**config.mk**
```make
export PLATFORM = sky130hd
export DESIGN_NAME = rotclr_unit
export DESIGN_NICKNAME = d
export VERILOG_FILES = /design/src/rtl/rc_pkg.sv /design/src/rtl/rc_decode.sv /design/src/rtl/rc_rotator.sv /design/src/rtl/rc_maskgen.sv /design/src/rtl/rc_crgen.sv /design/src/rtl/rotclr_unit.sv
export SDC_FILE = /design/constraint.sdc
export NUM_CORES = 1
export LEC_CHECK = 0
export ABC_CLOCK_PERIOD_IN_PS = 8100
export BUFFER_PORTS_ARGS = -buffer_cell sky130_fd_sc_hd__buf_4
export CAP_MARGIN = 20
export CORE_MARGIN = 2
export CORE_UTILIZATION = 45
export DETAILED_ROUTE_END_ITERATION = 12
export PLACE_DENSITY = 0.68
export SLEW_MARGIN = 0
export SYNTH_ARGS = -nofsm -noshare
export SYNTH_HDL_FRONTEND = slang
export SYNTH_SLANG_ARGS = --single-unit
```
**constraint.sdc**
```tcl
create_clock -name clk -period 8.1 [get_ports clk]
set_clock_uncertainty 0.15 [all_clocks]
set_input_delay 0.81 -clock clk [delete_from_list [all_inputs] [get_ports clk]]
set_output_delay 0.81 -clock clk [all_outputs]
set_load 0.02 [all_outputs]
```
**src/rtl/rc_pkg.sv**
```systemverilog
package rc_pkg;
  localparam logic [5:0] OPCD_ROTCLR = 6'd30;
  localparam logic [2:0] XO_ROTCLR   = 3'd2;

  typedef struct packed {
    logic [4:0] rs;
    logic [4:0] ra;
    logic [5:0] sh;
    logic [5:0] mb;
    logic       rec;
    logic       legal;
  } rc_fields_t;
endpackage

```
**src/rtl/rc_decode.sv**
```systemverilog
module rc_decode
  import rc_pkg::*;
(
  input  logic [31:0] instr_i,
  output rc_fields_t  fld_o
);
  always_comb begin
    fld_o.legal = (instr_i[31:26] == OPCD_ROTCLR) && (instr_i[4:2] == XO_ROTCLR);
    fld_o.rs    = instr_i[25:21];
    fld_o.ra    = instr_i[20:16];
    fld_o.sh    = {instr_i[1], instr_i[15:11]};
    fld_o.mb    = {instr_i[5], instr_i[10:6]};
    fld_o.rec   = instr_i[0];
  end
endmodule

```
**src/rtl/rc_rotator.sv**
```systemverilog
module rc_rotator #(
  parameter int W = 64,
  localparam int SHW = $clog2(W)
) (
  input  logic [W-1:0]   din_i,
  input  logic [SHW-1:0] amt_i,
  output logic [W-1:0]   dout_o
);
  logic [W-1:0] stage [0:SHW];
  assign stage[0] = din_i;

  for (genvar k = 0; k < SHW; k++) begin : g_stage
    localparam int A = 1 << k;
    assign stage[k+1] = amt_i[k] ? {stage[k][W-1-A:0], stage[k][W-1:W-A]} : stage[k];
  end

  assign dout_o = stage[SHW];
endmodule

```
**src/rtl/rc_maskgen.sv**
```systemverilog
module rc_maskgen #(
  parameter int W = 64,
  localparam int SHW = $clog2(W)
) (
  input  logic [SHW-1:0] sh_i,
  input  logic [SHW-1:0] mb_i,
  output logic [W-1:0]   mask_o
);
  for (genvar i = 0; i < W; i++) begin : g_bit
    localparam logic [SHW-1:0] LO_IDX = SHW'(i);
    localparam logic [SHW-1:0] HI_IDX = SHW'(W - 1 - i);
    assign mask_o[i] = (LO_IDX >= sh_i) && (HI_IDX >= mb_i);
  end
endmodule

```
**src/rtl/rc_crgen.sv**
```systemverilog
module rc_crgen #(
  parameter int W = 64
) (
  input  logic [W-1:0] res_i,
  input  logic         so_i,
  output logic [3:0]   cr_o
);
  logic neg, zero;
  assign neg  = res_i[W-1];
  assign zero = (res_i == '0);
  assign cr_o = {neg, !neg && !zero, zero, so_i};
endmodule

```
**src/rtl/rotclr_unit.sv**
```systemverilog
module rotclr_unit
  import rc_pkg::*;
#(
  parameter int DATA_W = 64,
  localparam int SHW = $clog2(DATA_W)
) (
  input  logic              clk,
  input  logic              rst,
  input  logic              valid_i,
  input  logic [31:0]       instr_i,
  input  logic [DATA_W-1:0] rs_val_i,
  input  logic              so_i,
  output logic              vld_o,
  output logic [4:0]        rs_idx_o,
  output logic [4:0]        ra_idx_o,
  output logic [DATA_W-1:0] result_o,
  output logic              gpr_we_o,
  output logic              cr_we_o,
  output logic [3:0]        cr0_o,
  output logic              xer_we_o,
  output logic              ca_o,
  output logic              ov_o,
  output logic              illegal_o
);
  rc_fields_t        fld;
  logic [DATA_W-1:0] rot, mask, res_c;
  logic [3:0]        cr_c;

  rc_decode u_dec (.instr_i(instr_i), .fld_o(fld));

  rc_rotator #(.W(DATA_W)) u_rot (
    .din_i(rs_val_i), .amt_i(fld.sh[SHW-1:0]), .dout_o(rot)
  );

  rc_maskgen #(.W(DATA_W)) u_mask (
    .sh_i(fld.sh[SHW-1:0]), .mb_i(fld.mb[SHW-1:0]), .mask_o(mask)
  );

  assign res_c = rot & mask;

  rc_crgen #(.W(DATA_W)) u_cr (.res_i(res_c), .so_i(so_i), .cr_o(cr_c));

  always_ff @(posedge clk) begin
    if (rst) begin
      vld_o     <= 1'b0;
      rs_idx_o  <= '0;
      ra_idx_o  <= '0;
      result_o  <= '0;
      gpr_we_o  <= 1'b0;
      cr_we_o   <= 1'b0;
      cr0_o     <= '0;
      illegal_o <= 1'b0;
    end else begin
      vld_o     <= valid_i;
      rs_idx_o  <= fld.rs;
      ra_idx_o  <= fld.ra;
      result_o  <= res_c;
      gpr_we_o  <= valid_i && fld.legal;
      cr_we_o   <= valid_i && fld.legal && fld.rec;
      cr0_o     <= cr_c;
      illegal_o <= valid_i && !fld.legal;
    end
  end

  assign xer_we_o = 1'b0;
  assign ca_o     = 1'b0;
  assign ov_o     = 1'b0;
endmodule

```
==> impl_metrics.yaml <==
floorplanning:
  start_util_pct: 45.58
  die_area_mm2: 0.01923
  die_h_um: 138.7
  core-area_mm2: 0.01790
  io_pins: 185
  fp-row-count: 49
  die_w_um: 138.7
pwr:
  seq_power_share_pct: 28.6
  p_leak_nw: 4.013
  p_sw_uw: 546.0
  ir_drop_mv: 0.1762
  p_comb_share_pct: 41.0
  p_total_mw: 1.459
  power.density_mw_per_mm2: 149.1
  internal-power_uw: 913.1
  power_frac_clock_pct: 30.4
  swShare_pct: 37.42
setup_path:
  crit_start: "instr_i[12]"
  arrival_ns: 4.92
  crit_required_ns: 8.24
  worstSetupPathType: "in2reg"
  startpoint_type: "input pin"
  end_kind: "flip-flop"
  critical_path.max_fanout: 73
global_routing:
  grt_pass1_vias: 8820
  antenna_found_initial: 0
  grt_max_degree: 79
  grt_pass1_wl_um: 58630
  grt_usage_pct: 40.26
  gr-total-overflow: 0
flow_run:
  drv_cap: 0
synthesis:
  synth_cell_type_count: 72
  yosysSeqAreaShare_pct: 19.87
  synth-adder-area-share_pct: 0
  synthMuxAreaShare_pct: 34.02
  syn_area_mm2: 0.008160
  yosys.area.top_type: "dfxtp_1"
  ys.warnings.count: 0
  synth_cells: 946
  ys_top_cells_by_area: "dfxtp_1 (20%), mux4_2 (17%), mux2i_1 (9.0%)"
  synth-async-reset-ratio_pct: 0
  syn_avg_cell_area_um2: 8.626
  yosys.area_share.simple_pct: 20.07
  ys.flop_type: "dfxtp_1"
  synth_top_area_share_pct: 19.87
  synth_edf_count: 0
  synth_top_family_by_area: "multiplexers"
  synth_compound_area_share_pct: 20.25
  ys_ff_latch: 81
  synth_xor_xnor_area_share_pct: 0
final_layout:
  layout.nets: 1162
  drive_gt1_share_pct: 30.46
  multiInputGateArea_mm2: 0.006078
  diodes: 0
  stdcell_area_mm2: 0.009788
  syn2layout_area_growth_pct: 19.95
  final_cell_mix: "buf_4 (191), nor2_1 (120), nand2_1 (87), dfxtp_1 (81), mux2i_1 (73)"
  final_common_cell: "buf_4"
  regArea_mm2: 0.001622
  fillers: 1709
routing:
  antenna_left: 0
  via_count: 9302
  post-route-drc-count: 0
  drt_iter0_drc: 1431
  routed_via_density: 7.177
  routed_wirelength_um: 39530
  drt_pass1_iterations: 6
  wl_per_cell_um: 30.50
placed_design:
  place_ws_ns: 3.087
  hpwlAfterDp_um: 30810
  portBuffers: 181
  gp_congestion: 1.097
  postPlaceCellArea_mm2: 0.009458
clocking:
  h-tree-depth: 3
  root_buffer: "clkbuf_16"
  post_cts_resized: 0
  holdBufCountCts: 0
  clk_pin_slew_ns: 0.06
  cts_buffers: 9
  post-cts-setup-buffers: 0
  cts.sinks: 81
  cts_tree: "built"
  cts_buffer_depth: 2
sta:
  fmax_ghz: 0.2092
  max_slew.worst_pin.slew_ns: 1.005
  finalHoldViolCount: 0
  whs_ns: 0.4940
  rsz0062_at_grt: "no"
  final.min_clock_period_ns: 4.781
  tns_ns: 0
  finalSetupViolations: 0
  finalCritPeriodShare_pct: 59.02
  finalMaxSlewViolations: 0
  worst_slack_ns: 3.319
  maxSlewHeadroom_pct: 32.74
worst_hold_path:
  whs_path_depth: 2
  whs_endpoint: "gpr_we_o$_SDFF_PP0_"
  hold_path.startpoint: "instr_i[26]"
  hp-class: "in2reg"
outcome:
  status: "finished clean"
## power groups by stage
stage	Sequential, mW	Combinational (mW)	Clock [mW]
after floorplan	0.444	0.336	0
after global placement	0.425	0.577	0
after detailed placement	0.426	0.571	0
after CTS	0.417	0.573	0.452
after global routing	0.418	0.619	0.472
final	0.417	0.599	0.444
## logic make-up after synthesis
logic type | count (synthesis)
AO/OA/AOI/OAI | 235
buffers and inverters | 98
other | 1
AND/OR/NAND/NOR | 348
flip-flops | 81
multiplexers | 183
## sequential cells by signal (all words and copies together), names as in the netlist
register   cells
vld_o          1
ra_idx_o       5
rs_idx_o       5
cr0_o          3
cr_we_o        1
illegal_o      1
gpr_we_o       1
result_o      64
## through the flow
stage	std cells	util (%)
4_1_cts	1296	54.68
6_report	1296	54.68
5_1_grt	1296	54.68
3_3_place_gp	1280	52.83
3_5_place_dp	1280	52.83
2_1_floorplan	948	-
## critical path, stage by stage
cell	delay (ns)
buf_4	0.70
buf_4	0.54
mux4_2	0.45
mux2_2	0.34
mux2i_1	0.51
o21ai_1	0.10
a31oi_1	0.26
nand4_1	0.29
nor4_1	0.41
and4_1	0.30
and3b_1	0.18
## cell usage after synthesis, drive strengths merged, types with 18 or more instances
master / number
a21oi: 34
a22oi: 18
buf: 43
clkbuf: 45
dfxtp: 81
mux2: 41
mux2i: 73
mux4: 69
nand2: 87
nand3: 24
nor2: 120
nor2b: 22
nor3: 19
o211ai: 19
o21ai: 47
## routing by layer
metal	track usage, %	routed length [um]	up-vias
li1	-	-	3890
met1	52.37	14660	4335
met2	61.41	17070	874
met3	9.358	4810	203
met4	23.82	2991	0
met5	0	0	-
## area by class of cell
type / count / area share (%)
clock buffer: 9 / 2.301
clock inverter: 7 / 1.074
inverter: 10 / 0.3835
multi-input combinational: 769 / 62.10
sequential: 81 / 16.57
tap: 229 / 2.927
timing repair buffer: 191 / 14.65
## worst max-delay path by stage
stage                               end  slack [ns]  depth (start not counted)
floorplan           cr0_o[1]$_SDFF_PP0_        4.57                         12
global placement    cr0_o[1]$_SDFF_PP0_        2.99                         11
detailed placement  cr0_o[1]$_SDFF_PP0_        3.09                         11
CTS                 cr0_o[1]$_SDFF_PP0_        3.44                         11
global route        cr0_o[1]$_SDFF_PP0_        3.19                         11
finish              cr0_o[1]$_SDFF_PP0_        3.32                         11
(Power assumes the default switching activity.)
